===== src/rtl/cta_pkg.sv =====
package cta_pkg;
   typedef enum logic [1:0] {
      CMD_PRE = 2'd0,
      CMD_ACT = 2'd1,
      CMD_RD  = 2'd2,
      CMD_WR  = 2'd3
   } dram_cmd_e;
endpackage


===== src/rtl/cta_act_window.sv =====
module cta_act_window #(
   parameter int T_RRD    = 4,
   parameter int T_FAW    = 20,
   parameter int FAW_ACTS = 4
) (
   input  logic clk,
   input  logic rst_n,
   input  logic act_fire,
   output logic act_ok
);
   localparam int RRD_W = $clog2(T_RRD + 1);

   logic [RRD_W-1:0] rrd_cnt;
   logic             faw_ok;

   // spacing counter: zero means another activate may go
   always_ff @(posedge clk) begin
      if (!rst_n)                 rrd_cnt <= '0;
      else if (act_fire)          rrd_cnt <= RRD_W'(T_RRD - 1);
      else if (rrd_cnt != '0)     rrd_cnt <= rrd_cnt - 1'b1;
   end

   generate
      if (FAW_ACTS == 0) begin : g_no_window
         assign faw_ok = 1'b1;
      end else begin : g_window
         localparam int AGE_W = $clog2(T_FAW + 1);
         logic [AGE_W-1:0]    age_q [FAW_ACTS];
         logic [FAW_ACTS-1:0] slot_v;

         function automatic logic [AGE_W-1:0] age_step(input logic [AGE_W-1:0] a);
            return (a >= AGE_W'(T_FAW)) ? a : a + 1'b1;
         endfunction

         for (genvar g = 0; g < FAW_ACTS; g++) begin : g_slot
            always_ff @(posedge clk) begin
               if (!rst_n) begin
                  age_q[g]  <= '0;
                  slot_v[g] <= 1'b0;
               end else if (act_fire) begin
                  if (g == 0) begin
                     age_q[g]  <= AGE_W'(1);
                     slot_v[g] <= 1'b1;
                  end else begin
                     age_q[g]  <= age_step(age_q[(g == 0) ? 0 : g-1]);
                     slot_v[g] <= slot_v[(g == 0) ? 0 : g-1];
                  end
               end else begin
                  age_q[g] <= age_step(age_q[g]);
               end
            end
         end

         assign faw_ok = !slot_v[FAW_ACTS-1] || (age_q[FAW_ACTS-1] >= AGE_W'(T_FAW));
      end
   endgenerate

   assign act_ok = (rrd_cnt == '0) && faw_ok;

   // independent distance counter for checking activate spacing
   logic [RRD_W-1:0] since_act;
   always_ff @(posedge clk) begin
      if (!rst_n)                           since_act <= RRD_W'(T_RRD);
      else if (act_fire)                    since_act <= RRD_W'(1);
      else if (since_act != RRD_W'(T_RRD))  since_act <= since_act + 1'b1;
   end

   assert_act_spacing_R2: assert property (@(posedge clk) disable iff (!rst_n)
      act_fire |-> since_act >= RRD_W'(T_RRD));

endmodule


===== src/rtl/cta_bus_turn.sv =====
module cta_bus_turn #(
   parameter int W2R   = 16,
   parameter int R2W   = 8,
   parameter int BURST = 4
) (
   input  logic clk,
   input  logic rst_n,
   input  logic rd_fire,
   input  logic wr_fire,
   output logic rd_ok,
   output logic wr_ok
);
   localparam int MAX_A = (W2R > R2W) ? W2R : R2W;
   localparam int MAXC  = (MAX_A > BURST) ? MAX_A : BURST;
   localparam int CW    = $clog2(MAXC + 1);

   logic [CW-1:0] rd_hold, wr_hold;

   always_ff @(posedge clk) begin
      if (!rst_n) begin
         rd_hold <= '0;
         wr_hold <= '0;
      end else if (rd_fire) begin
         rd_hold <= CW'(BURST - 1);
         wr_hold <= CW'(R2W - 1);
      end else if (wr_fire) begin
         wr_hold <= CW'(BURST - 1);
         rd_hold <= CW'(W2R - 1);
      end else begin
         if (rd_hold != '0) rd_hold <= rd_hold - 1'b1;
         if (wr_hold != '0) wr_hold <= wr_hold - 1'b1;
      end
   end

   assign rd_ok = (rd_hold == '0);
   assign wr_ok = (wr_hold == '0);

   // independent clock distances since the last read and last write
   logic [CW-1:0] since_rd, since_wr;
   always_ff @(posedge clk) begin
      if (!rst_n) begin
         since_rd <= CW'(MAXC);
         since_wr <= CW'(MAXC);
      end else begin
         if (rd_fire)                    since_rd <= CW'(1);
         else if (since_rd != CW'(MAXC)) since_rd <= since_rd + 1'b1;
         if (wr_fire)                    since_wr <= CW'(1);
         else if (since_wr != CW'(MAXC)) since_wr <= since_wr + 1'b1;
      end
   end

   assert_wr_to_rd_R4: assert property (@(posedge clk) disable iff (!rst_n)
      rd_fire |-> since_wr >= CW'(W2R));
   assert_rd_to_wr_R5: assert property (@(posedge clk) disable iff (!rst_n)
      wr_fire |-> since_rd >= CW'(R2W));
   assert_burst_rd_R6: assert property (@(posedge clk) disable iff (!rst_n)
      rd_fire |-> since_rd >= CW'(BURST));
   assert_burst_wr_R6: assert property (@(posedge clk) disable iff (!rst_n)
      wr_fire |-> since_wr >= CW'(BURST));

endmodule


===== src/rtl/cta_oldest_pick.sv =====
module cta_oldest_pick #(
   parameter int NUM_BANKS = 4,
   parameter int STAMP_W   = 8,
   localparam int BANK_W   = (NUM_BANKS > 1) ? $clog2(NUM_BANKS) : 1
) (
   input  logic [NUM_BANKS-1:0]              legal,
   input  logic [NUM_BANKS-1:0][STAMP_W-1:0] stamp,
   output logic                              found,
   output logic [BANK_W-1:0]                 pick
);
   logic [STAMP_W-1:0] best;

   // strict less-than keeps the lower index on equal stamps
   always_comb begin
      found = 1'b0;
      pick  = '0;
      best  = '1;
      for (int i = 0; i < NUM_BANKS; i++) begin
         if (legal[i] && (!found || stamp[i] < best)) begin
            found = 1'b1;
            pick  = BANK_W'(i);
            best  = stamp[i];
         end
      end
   end
endmodule


===== src/rtl/chan_cmd_arbiter.sv =====
module chan_cmd_arbiter
   import cta_pkg::*;
#(
   parameter int NUM_BANKS = 4,
   parameter int STAMP_W   = 8,
   parameter int T_RRD     = 4,
   parameter int T_FAW     = 20,
   parameter int FAW_ACTS  = 4,
   parameter int WL        = 7,
   parameter int CL        = 9,
   parameter int BL        = 8,
   parameter int T_WTR     = 5,
   localparam int BANK_W   = (NUM_BANKS > 1) ? $clog2(NUM_BANKS) : 1
) (
   input  logic                              clk,
   input  logic                              rst_n,
   input  logic [NUM_BANKS-1:0]              cand_valid,
   input  logic [NUM_BANKS-1:0][1:0]         cand_kind,
   input  logic [NUM_BANKS-1:0][STAMP_W-1:0] cand_stamp,
   output logic [NUM_BANKS-1:0]              ack,
   output logic                              issue_valid,
   output logic [BANK_W-1:0]                 issue_bank,
   output logic [1:0]                        issue_kind
);
   localparam int BURST = BL / 2;
   localparam int W2R   = WL + BURST + T_WTR;
   localparam int R2W   = CL + BURST + 2 - WL;

   generate
      if (NUM_BANKS < 1)           begin : g_bad_banks $error("NUM_BANKS must be at least 1"); end
      if (T_RRD < 1)               begin : g_bad_rrd   $error("T_RRD must be at least 1"); end
      if (T_FAW < T_RRD)           begin : g_bad_faw   $error("T_FAW must not be below T_RRD"); end
      if (BL < 2 || (BL % 2) != 0) begin : g_bad_bl    $error("BL must be even and at least 2"); end
      if (R2W < 1)                 begin : g_bad_r2w   $error("read-to-write distance must be positive"); end
   endgenerate

   logic act_ok, rd_ok, wr_ok;
   logic act_fire, rd_fire, wr_fire;
   logic [NUM_BANKS-1:0] legal;
   logic [NUM_BANKS-1:0] is_pre;
   logic found;
   logic [BANK_W-1:0] pick;

   for (genvar g = 0; g < NUM_BANKS; g++) begin : g_bank
      logic kind_ok;
      always_comb begin
         case (dram_cmd_e'(cand_kind[g]))
            CMD_PRE: kind_ok = 1'b1;
            CMD_ACT: kind_ok = act_ok;
            CMD_RD:  kind_ok = rd_ok;
            default: kind_ok = wr_ok;
         endcase
      end
      assign legal[g]  = cand_valid[g] && kind_ok;
      assign is_pre[g] = cand_valid[g] && (cand_kind[g] == CMD_PRE);
      assign ack[g]    = found && (pick == BANK_W'(g));

      assert_ack_has_cand_R1: assert property (@(posedge clk) disable iff (!rst_n)
         ack[g] |-> cand_valid[g]);
      assert_oldest_wins_R8: assert property (@(posedge clk) disable iff (!rst_n)
         issue_valid |-> !(legal[g] && ((cand_stamp[g] < cand_stamp[issue_bank]) ||
                           ((cand_stamp[g] == cand_stamp[issue_bank]) && (BANK_W'(g) < issue_bank)))));
   end

   cta_oldest_pick #(.NUM_BANKS(NUM_BANKS), .STAMP_W(STAMP_W)) u_pick (
      .legal (legal),
      .stamp (cand_stamp),
      .found (found),
      .pick  (pick)
   );

   assign issue_valid = found;
   assign issue_bank  = pick;
   assign issue_kind  = cand_kind[pick];
   assign act_fire    = found && (issue_kind == CMD_ACT);
   assign rd_fire     = found && (issue_kind == CMD_RD);
   assign wr_fire     = found && (issue_kind == CMD_WR);

   cta_act_window #(.T_RRD(T_RRD), .T_FAW(T_FAW), .FAW_ACTS(FAW_ACTS)) u_act (
      .clk      (clk),
      .rst_n    (rst_n),
      .act_fire (act_fire),
      .act_ok   (act_ok)
   );

   cta_bus_turn #(.W2R(W2R), .R2W(R2W), .BURST(BURST)) u_turn (
      .clk     (clk),
      .rst_n   (rst_n),
      .rd_fire (rd_fire),
      .wr_fire (wr_fire),
      .rd_ok   (rd_ok),
      .wr_ok   (wr_ok)
   );

   assert_one_ack_R1: assert property (@(posedge clk) disable iff (!rst_n)
      $onehot0(ack) && (issue_valid == (ack != '0)));
   assert_pre_always_R7: assert property (@(posedge clk) disable iff (!rst_n)
      (is_pre != '0) |-> issue_valid);

endmodule


===== config.mk =====
export PLATFORM = sky130hd
export DESIGN_NAME = chan_cmd_arbiter
export DESIGN_NICKNAME = d
export VERILOG_FILES = /design/src/rtl/cta_pkg.sv /design/src/rtl/cta_act_window.sv /design/src/rtl/cta_bus_turn.sv /design/src/rtl/cta_oldest_pick.sv /design/src/rtl/chan_cmd_arbiter.sv
export SDC_FILE = /design/constraint.sdc
export NUM_CORES = 1
export LEC_CHECK = 0
export ABC_AREA = 1
export BUFFER_PORTS_ARGS = -buffer_cell sky130_fd_sc_hd__buf_2
export CAP_MARGIN = 10
export CORE_ASPECT_RATIO = 1.5
export CORE_MARGIN = 1
export CORE_UTILIZATION = 35
export DETAILED_ROUTE_END_ITERATION = 16
export GPL_TIMING_DRIVEN = 0
export PLACE_DENSITY = 0.6
export REMOVE_ABC_BUFFERS = 1
export SETUP_SLACK_MARGIN = 0.3
export SLEW_MARGIN = 20
export SYNTH_ARGS = -nofsm -noshare
export SYNTH_HDL_FRONTEND = slang
export SYNTH_SLANG_ARGS = --single-unit
export TNS_END_PERCENT = 50

===== constraint.sdc =====
create_clock -name clk -period 6.8 [get_ports clk]
set_clock_uncertainty 0.2 [all_clocks]
set_input_delay 0 -clock clk [delete_from_list [all_inputs] [get_ports clk]]
set_output_delay 0 -clock clk [all_outputs]
set_load 0.05 [all_outputs]

==> results of run 1 <==
-- flip-flops by register name, summed over array words and instances, names as in the netlist --
register               cells
u_act.g_window.slot_v      4
u_act.rrd_cnt              3
u_turn.rd_hold             5
u_act.g_window.age_q      20
u_turn.wr_hold             5
-- power breakdown --
| part | internal, uW | switching [uW] | total (uW) | leakage [uW] |
|---|---|---|---|---|
| Sequential | 321 | 52.7 | 374 | 0.000353 |
| Clock | 172 | 86.4 | 258 | 0.0000785 |
| Combinational | 317 | 644 | 960 | 0.00164 |
| Total | 810 | 783 | 1590 | 0.00208 |
-- metrics by stage --
step                      power [uW]  cells  setup TNS [ns]
after floorplan                 1050    462               0
after global placement          1240    628               0
after detailed placement        1260    628          -0.750
after CTS                       1570    640               0
after global routing            1740    642               0
final                           1590    642               0
-- path summary, 6_finish.rpt --
path | startpoint | end | slack, ns | depth (start not counted)
max | u_turn.rd_hold[0]$_SDFFE_PN0P_ | u_act.g_window.age_q[1][1]$_DFFE_PP_ | 0.85 | 40
min | cand_kind[2] | u_turn.wr_hold[2]$_SDFFE_PN0P_ | 0.09 | 8
min reg2reg | u_act.g_window.slot_v[0]$_SDFFE_PN0P_ | u_act.g_window.slot_v[0]$_SDFFE_PN0P_ | 0.24 | 2
max reg2reg | u_turn.rd_hold[0]$_SDFFE_PN0P_ | u_act.g_window.age_q[1][1]$_DFFE_PP_ | 0.85 | 40
-- kinds of logic after synthesis --
logic type / count (synthesis) / share of synthesized area, %
compound gates: 58 / 9.99
xor+xnor: 15 / 3.96
fa+ha+maj: 32 / 12.1
buf+inv: 81 / 10.1
flops: 37 / 28.4
other cells: 1 / 0.113
simple gates: 236 / 35.4
-- cell type report --
class / count / area [um^2]
clock buffers: 6 / 129
clock inverters: 2 / 33.8
fillers: 978 / 5270
inverters: 69 / 259
multi-input cells: 358 / 2190
flip-flops and latches: 37 / 941
well taps: 112 / 140
repair buffers: 58 / 300
-- cell usage after synthesis --
master and count:
sky130_fd_sc_hd__a31o_2 2, sky130_fd_sc_hd__nand2_1 109, sky130_fd_sc_hd__dfxtp_1 17, sky130_fd_sc_hd__nor2_8 1
sky130_fd_sc_hd__buf_4 1, sky130_fd_sc_hd__a21oi_2 2, sky130_fd_sc_hd__a21boi_2 1, sky130_fd_sc_hd__a21oi_1 20
sky130_fd_sc_hd__nor2_4 2, sky130_fd_sc_hd__a211oi_1 3, sky130_fd_sc_hd__inv_1 68, sky130_fd_sc_hd__nand3_2 4
sky130_fd_sc_hd__clkbuf_1 3, sky130_fd_sc_hd__o21a_1 2, sky130_fd_sc_hd__xnor2_1 4, sky130_fd_sc_hd__buf_6 3
sky130_fd_sc_hd__o22ai_1 1, sky130_fd_sc_hd__buf_1 1, sky130_fd_sc_hd__nand3_4 2, sky130_fd_sc_hd__ha_1 32
sky130_fd_sc_hd__nand4_2 1, sky130_fd_sc_hd__buf_2 4, sky130_fd_sc_hd__conb_1 1, sky130_fd_sc_hd__nor2_1 31
sky130_fd_sc_hd__nand3_1 39, sky130_fd_sc_hd__o31ai_1 1, sky130_fd_sc_hd__nor3_1 5, sky130_fd_sc_hd__nand4_1 22
sky130_fd_sc_hd__o221ai_1 1, sky130_fd_sc_hd__o21ai_0 23, sky130_fd_sc_hd__inv_2 1, sky130_fd_sc_hd__or2_2 3
sky130_fd_sc_hd__xor2_1 11, sky130_fd_sc_hd__nand4_4 1, sky130_fd_sc_hd__edfxtp_1 20, sky130_fd_sc_hd__o21ai_1 2
sky130_fd_sc_hd__nand3b_1 1, sky130_fd_sc_hd__nand2_4 4, sky130_fd_sc_hd__nand2_2 11
-- worst min-delay path: stages --
cell and delay, ns:
sky130_fd_sc_hd__buf_2 0.12, sky130_fd_sc_hd__nand2_1 0.06, sky130_fd_sc_hd__nand3_1 0.08, sky130_fd_sc_hd__nand2_1 0.05, sky130_fd_sc_hd__nand3_1 0.09, sky130_fd_sc_hd__nand2_1 0.06
sky130_fd_sc_hd__inv_1 0.04, sky130_fd_sc_hd__nor2_1 0.03
-- per-layer routing --
metal / vias up / GRT usage (%) / routed length (um)
met5: - / 0 / 0
met4: 0 / 7.03 / 130
met3: 9 / 2.78 / 253
met2: 61 / 33.2 / 4430
met1: 1394 / 18.7 / 3080
li1: 1645 / - / -
-- repair_timing --
action                                  CTS  global route
endpoints found under the setup margin   31            44
pin swaps                                 2             2
gates cloned                              2             0
gates resized for setup                   7            17
buffers inserted                          2             2
==> run_results.csv, run 1 <==
group,metric,value,unit
synthesis,synthTopCellsByArea,"sky130_fd_sc_hd__edfxtp_1, sky130_fd_sc_hd__nand2_1, sky130_fd_sc_hd__ha_1, sky130_fd_sc_hd__dfxtp_1, sky130_fd_sc_hd__inv_1",
route,wire_per_inst,12.3,um
sta,holdWs,0.0940,ns
cts,insertion_delay,0.28,ns
cts,h-tree-depth,2,
floorplan,die_x,81.5,um
synthesis,avgSynthCellArea,7.21,um^2
setup_path,crit_arrival,5.78,ns
cts,postCtsHoldBufs,0,
sta,count_of_final_setup_violators,0,
run,drv_cap,0,
route,num_vias,3109,
final_layout,final_area,3990,um^2
setup_path,worst-endpoint-required,6.63,ns
setup_path,cpMaxStageDelayCell,"sky130_fd_sc_hd__dfxtp_1",
grt,gr-usage-all-layers,17.6,%
grt,largest_net_degree_at_the_start_of_global_routing,46,
floorplan,top_level_ports,55,
floorplan,placement_rows,43,
route,wl,7890,um
cts,cts_made_buffers,5,
synthesis,yosys_register_bits,37,
final_layout,nets,607,
final_layout,layout_common_cells,"sky130_fd_sc_hd__nand2_1, sky130_fd_sc_hd__inv_1, sky130_fd_sc_hd__buf_2",
sta,timing_max_transition_violations_final,0,
synthesis,syn-instance-count,460,
synthesis,yosys_warnings,0,
setup_path,timing.critical_path.slowest_cell_delay,0.33,ns
final_layout,final_common_cell,"sky130_fd_sc_hd__nand2_1",
sta,fmax,168,MHz
floorplan,dieArea,9880,um^2
final_layout,final_layout_size_suffix_gt1_share,21.1,%
setup_path,endpoint_class_of_the_critical_path,"flop",
setup_path,number_of_buffers_and_inverters_on_the_critical_path,3,
synthesis,synth.distinct_cells,39,
floorplan,floorplan.die.height,121,um
grt,grt_overflow_total,0,
setup_path,critPathMaxFanout,19,
status,outcome,"finished clean",
sta,min_period_over_period,87.5,%
final_layout,layout_area_overhead,20.2,%
floorplan,core_area,9250,um^2
placed_design,detailed_place.area,3700,um^2
sta,rsz0062_at_grt,"false",
placed_design,port_buffers,54,
synthesis,yosysSeqAreaShare,28.4,%
synthesis,syn_area,3320,um^2
route,vias_per_cell,4.84,
grt,via_count_of_the_first_global_routing_pass,3029,
power,power_per_cell_area,399,nW/um^2
setup_path,path_delay_family,"simple AND/OR/NAND/NOR gates",
setup_path,critical_path.most_common_cell,"sky130_fd_sc_hd__nand2_1",
sta,pin_slew_with_the_least_headroom_to_its_limit,0.773,ns
cts,cts.reportedPaths.clkPinSlew,0.05,ns
grt,wire_length_of_the_first_global_routing_pass,13400,um
final_layout,utilization,43.1,%
route,detail_route.drc_violations,0,
sta,finalHoldViolCount,0,
synthesis,synth.largest_area_cell,"sky130_fd_sc_hd__edfxtp_1",
route,dr.pass1.iters,4,
setup_path,startpoint_type,"flop",
cts,cts-root-buf,"sky130_fd_sc_hd__clkbuf_16",
placed_design,post_dp_hpwl,5970,um
worst_hold_path,min_path_type,"in2reg",
grt,grt_antenna_before_repair,0,
power,leakagePower,0.00208,uW
cts,clk_path_buf_depth,2,
route,detail_route.iter0.violations,136,
synthesis,synth.top_cell.area_share,18.1,%
placed_design,gp_routability_congestion,0.839,
route,antenna_violating_nets_post_route,0,
sta,final.setup.worst_slack,0.852,ns
cts,cts_tree,"built",
final_layout,num_antenna_cells,0,
sta,timing.slew.headroom,48.4,%
power,worst_ir_drop_vdd,0.228,mV
placed_design,place_worst_setup_slack,-0.114,ns
cts,clock_sinks,37,
floorplan,initial_core_util,35.9,%
setup_path,category_of_the_critical_setup_timing_path,"reg2reg",
sta,final.min_clock_period,5.95,ns
Note: power is estimated with default switching activity, not from simulation.
==> run 2: changes to the inputs <==
- CORE_ASPECT_RATIO: 1.5 -> 0.5
- RECOVER_POWER: not set -> 100
==> run 2 against run 1 <==
Effect of this change: design area rose by 1.2%; critical endpoint is now u_act.g_window.slot_v[3]$_SDFFE_PN0P_; global-route usage is 2.2 points lower; largest power group unchanged; core utilization is 2.0 points higher; maximum frequency is 1.1% lower; via count decreased by 1.0%; clock power is 8.5% lower; largest cell class unchanged; sequential cell count stayed put; die area grew 0.16%; combinational power grew 5%; wire length shrank 2.9%; count of clock-buffer cells in the layout up 1; sequential share of layout area shrank 0.27 points; critical path type unchanged.
==> run_results.csv, run 2 (synthesis gave the netlist of run 1 again) <==
group,metric,value,unit
status,outcome,"finished clean",
cts,clock_sinks,37,
sta,rsz0062_at_grt,"false",
route,vias_per_cell,4.68,
sta,holdWs,0.116,ns
floorplan,floorplan.die.height,70.9,um
grt,use_met3,4.27,%
setup_path,worst-endpoint-required,6.77,ns
route,antenna_violating_nets_post_route,0,
grt,gr-usage-all-layers,15.4,%
worst_hold_path,min_path_type,"in2reg",
grt,largest_net_degree_at_the_start_of_global_routing,46,
final_layout,final_layout_size_suffix_gt1_share,20.2,%
worst_hold_path,holdPathStages,8,
cts,cts_tree,"built",
sta,final.min_clock_period,6.02,ns
sta,fmax,166,MHz
power,power_frac_clock,14.6,%
grt,grt_overflow_total,0,
cts,clk_path_buf_depth,2,
grt,wire_length_of_the_first_global_routing_pass,12400,um
placed_design,post_dp_hpwl,5470,um
floorplan,core_area,8950,um^2
route,wire_per_inst,11.7,um
power,power.total,1620,uW
setup_path,startpoint_type,"flop",
setup_path,endpoint_class_of_the_critical_path,"flop",
route,wl,7670,um
power,comb_power_share,62.5,%
placed_design,gp_routability_congestion,0.807,
setup_path,ff2ff_path_depth,46,
floorplan,initial_core_util,37.1,%
sta,timing.slew.headroom,49.4,%
final_layout,final_common_cell,"sky130_fd_sc_hd__nand2_1",
setup_path,reg2reg_slack,0.78,ns
sta,pin_slew_with_the_least_headroom_to_its_limit,0.759,ns
sta,min_period_over_period,88.5,%
setup_path,critPathMaxFanout,19,
cts,h-tree-depth,2,
floorplan,die_x,140,um
final_layout,fillCellCount,936,
final_layout,seq_area,941,um^2
final_layout,layout_common_cells,"sky130_fd_sc_hd__nand2_1, sky130_fd_sc_hd__inv_1, sky130_fd_sc_hd__buf_2",
setup_path,crit_arrival,5.99,ns
final_layout,top_register,"u_act.g_window.age_q",
setup_path,category_of_the_critical_setup_timing_path,"reg2reg",
power,p_int,825,uW
final_layout,largest_reg_flops,20,
final_layout,layout_area_overhead,21.6,%
setup_path,rr_endpoint,"u_act.g_window.slot_v[3]$_SDFFE_PN0P_",
grt,gr-max-usage-layer,"met2",
worst_hold_path,hold_start,"cand_kind[2]",
grt,grt_antenna_before_repair,1,
setup_path,timing.critical_path.slowest_cell_delay,0.33,ns
cts,cts.reportedPaths.clkPinSlew,0.06,ns
floorplan,placement_rows,24,
setup_path,cpMaxStageDelayCell,"sky130_fd_sc_hd__dfxtp_1",
sta,timing_max_transition_violations_final,0,
power,worst_ir_drop_vdd,0.138,mV
grt,met2_usage,25.9,%
floorplan,top_level_ports,55,
sta,finalHoldViolCount,0,
power,switchingPower,794,uW
final_layout,nets,617,
cts,cts_made_buffers,5,
worst_hold_path,worstHoldEndpoint,"u_turn.wr_hold[2]$_SDFFE_PN0P_",
floorplan,dieArea,9900,um^2
final_layout,multiInputGateArea,2160,um^2
cts,cts-root-buf,"sky130_fd_sc_hd__clkbuf_16",
power,seq_power_share,22.9,%
grt,met1_usage,19.7,%
setup_path,critPathLaunch,"u_turn.rd_hold[0]$_SDFFE_PN0P_",
setup_path,crit-reg2reg-launch,"u_turn.rd_hold[0]$_SDFFE_PN0P_",
route,dr.pass1.iters,4,
power,switching_part_of_the_total_power,49.0,%
power,power_per_cell_area,401,nW/um^2
final_layout,num_antenna_cells,0,
route,detail_route.drc_violations,0,
cts,insertion_delay,0.28,ns
route,num_vias,3078,
grt,via_count_of_the_first_global_routing_pass,2876,
final_layout,reg.largest.list,"u_act.g_window.age_q x20, u_turn.rd_hold x5, u_turn.wr_hold x5",
sta,count_of_final_setup_violators,0,
route,detail_route.iter0.violations,137,
power,leakagePower,0.00210,uW
sta,setup-tns-final,0,ns
setup_path,critical_path.most_common_cell,"sky130_fd_sc_hd__nand2_1",
cts,postCtsHoldBufs,0,
run,drv_cap,0,
placed_design,port_buffers,54,
## run 2: cell types whose count changed in the layout (fill, tap and decap cells not counted), moves of 2 or more
| cell | change |
|---|---|
| sky130_fd_sc_hd__nand2_2 | -3 |
| sky130_fd_sc_hd__clkbuf_1 | +7 |
| sky130_fd_sc_hd__buf_2 | -7 |
| sky130_fd_sc_hd__buf_4 | +5 |
| sky130_fd_sc_hd__o21ai_0 | +3 |
| sky130_fd_sc_hd__nand2_1 | +3 |
| sky130_fd_sc_hd__o21ai_1 | -2 |
| sky130_fd_sc_hd__buf_12 | +2 |
## run 2: repair_timing
item	4_1_cts	5_1_grt
buffers inserted	0	13
gates cloned	1	2
gates resized for setup	1	17
pin swaps	1	4
setup endpoints to repair	25	46
## run 2: layer usage
layer | part of all wire (%) | wire, um | up-vias
li1 | - | - | 1667
met1 | 49 | 3750 | 1334
met2 | 44 | 3400 | 68
met3 | 5.9 | 451 | 7
met4 | 0.74 | 57 | 2
met5 | 0.17 | 13 | -
## run 2: worst max-delay path, delay by kind of cell (launching register included)
family                     cells  cell delay, ns
adders and majority gates      4            1.07
and+or+nand+nor               33            3.01
buffers and inverters          6            0.61
DFF                            1            0.33
AOI/OAI and AO/OA              3            0.64
## run 2: power by group through the flow
stage	logic (uW)	registers, uW	clock network, uW
after global placement	865	372	0
after CTS	895	370	240
after detailed placement	874	374	0
after global routing	1140	379	247
after floorplan	688	364	0
final	1010	371	236
## run 2: final cells by class
cell class	instances	area share (%)
multi-input cells	359	53.5
flip-flops and latches	37	23.3
repair buffers	67	9.46
inverters	69	6.42
well taps	117	3.63
clock buffers	7	3.53
clock inverters	1	0.155
## run 2: per-stage QoR
stage	setup slack, ns	std cells	util (%)	cell area (um^2)
after floorplan	0.647	462	-	3290
after global placement	0.0877	633	41.5	3710
after detailed placement	0.0770	633	41.5	3710
after CTS	0.307	642	43.3	3870
after global routing	0.167	657	45.1	4040
final	0.785	657	45.1	4040
## run 2: how the worst max path moves through the flow
stage	endpoint	slack (ns)	depth (start not counted)
2_1_floorplan	u_act.g_window.age_q[3][0]$_DFFE_PP_	0.65	39
3_3_place_gp	u_act.g_window.age_q[3][4]$_DFFE_PP_	0.09	38
3_5_place_dp	u_act.g_window.age_q[3][4]$_DFFE_PP_	0.08	38
4_1_cts	u_act.g_window.age_q[3][1]$_DFFE_PP_	0.31	38
5_1_grt	u_act.g_window.age_q[3][1]$_DFFE_PP_	0.17	40
6_report	u_act.g_window.slot_v[3]$_SDFFE_PN0P_	0.78	46
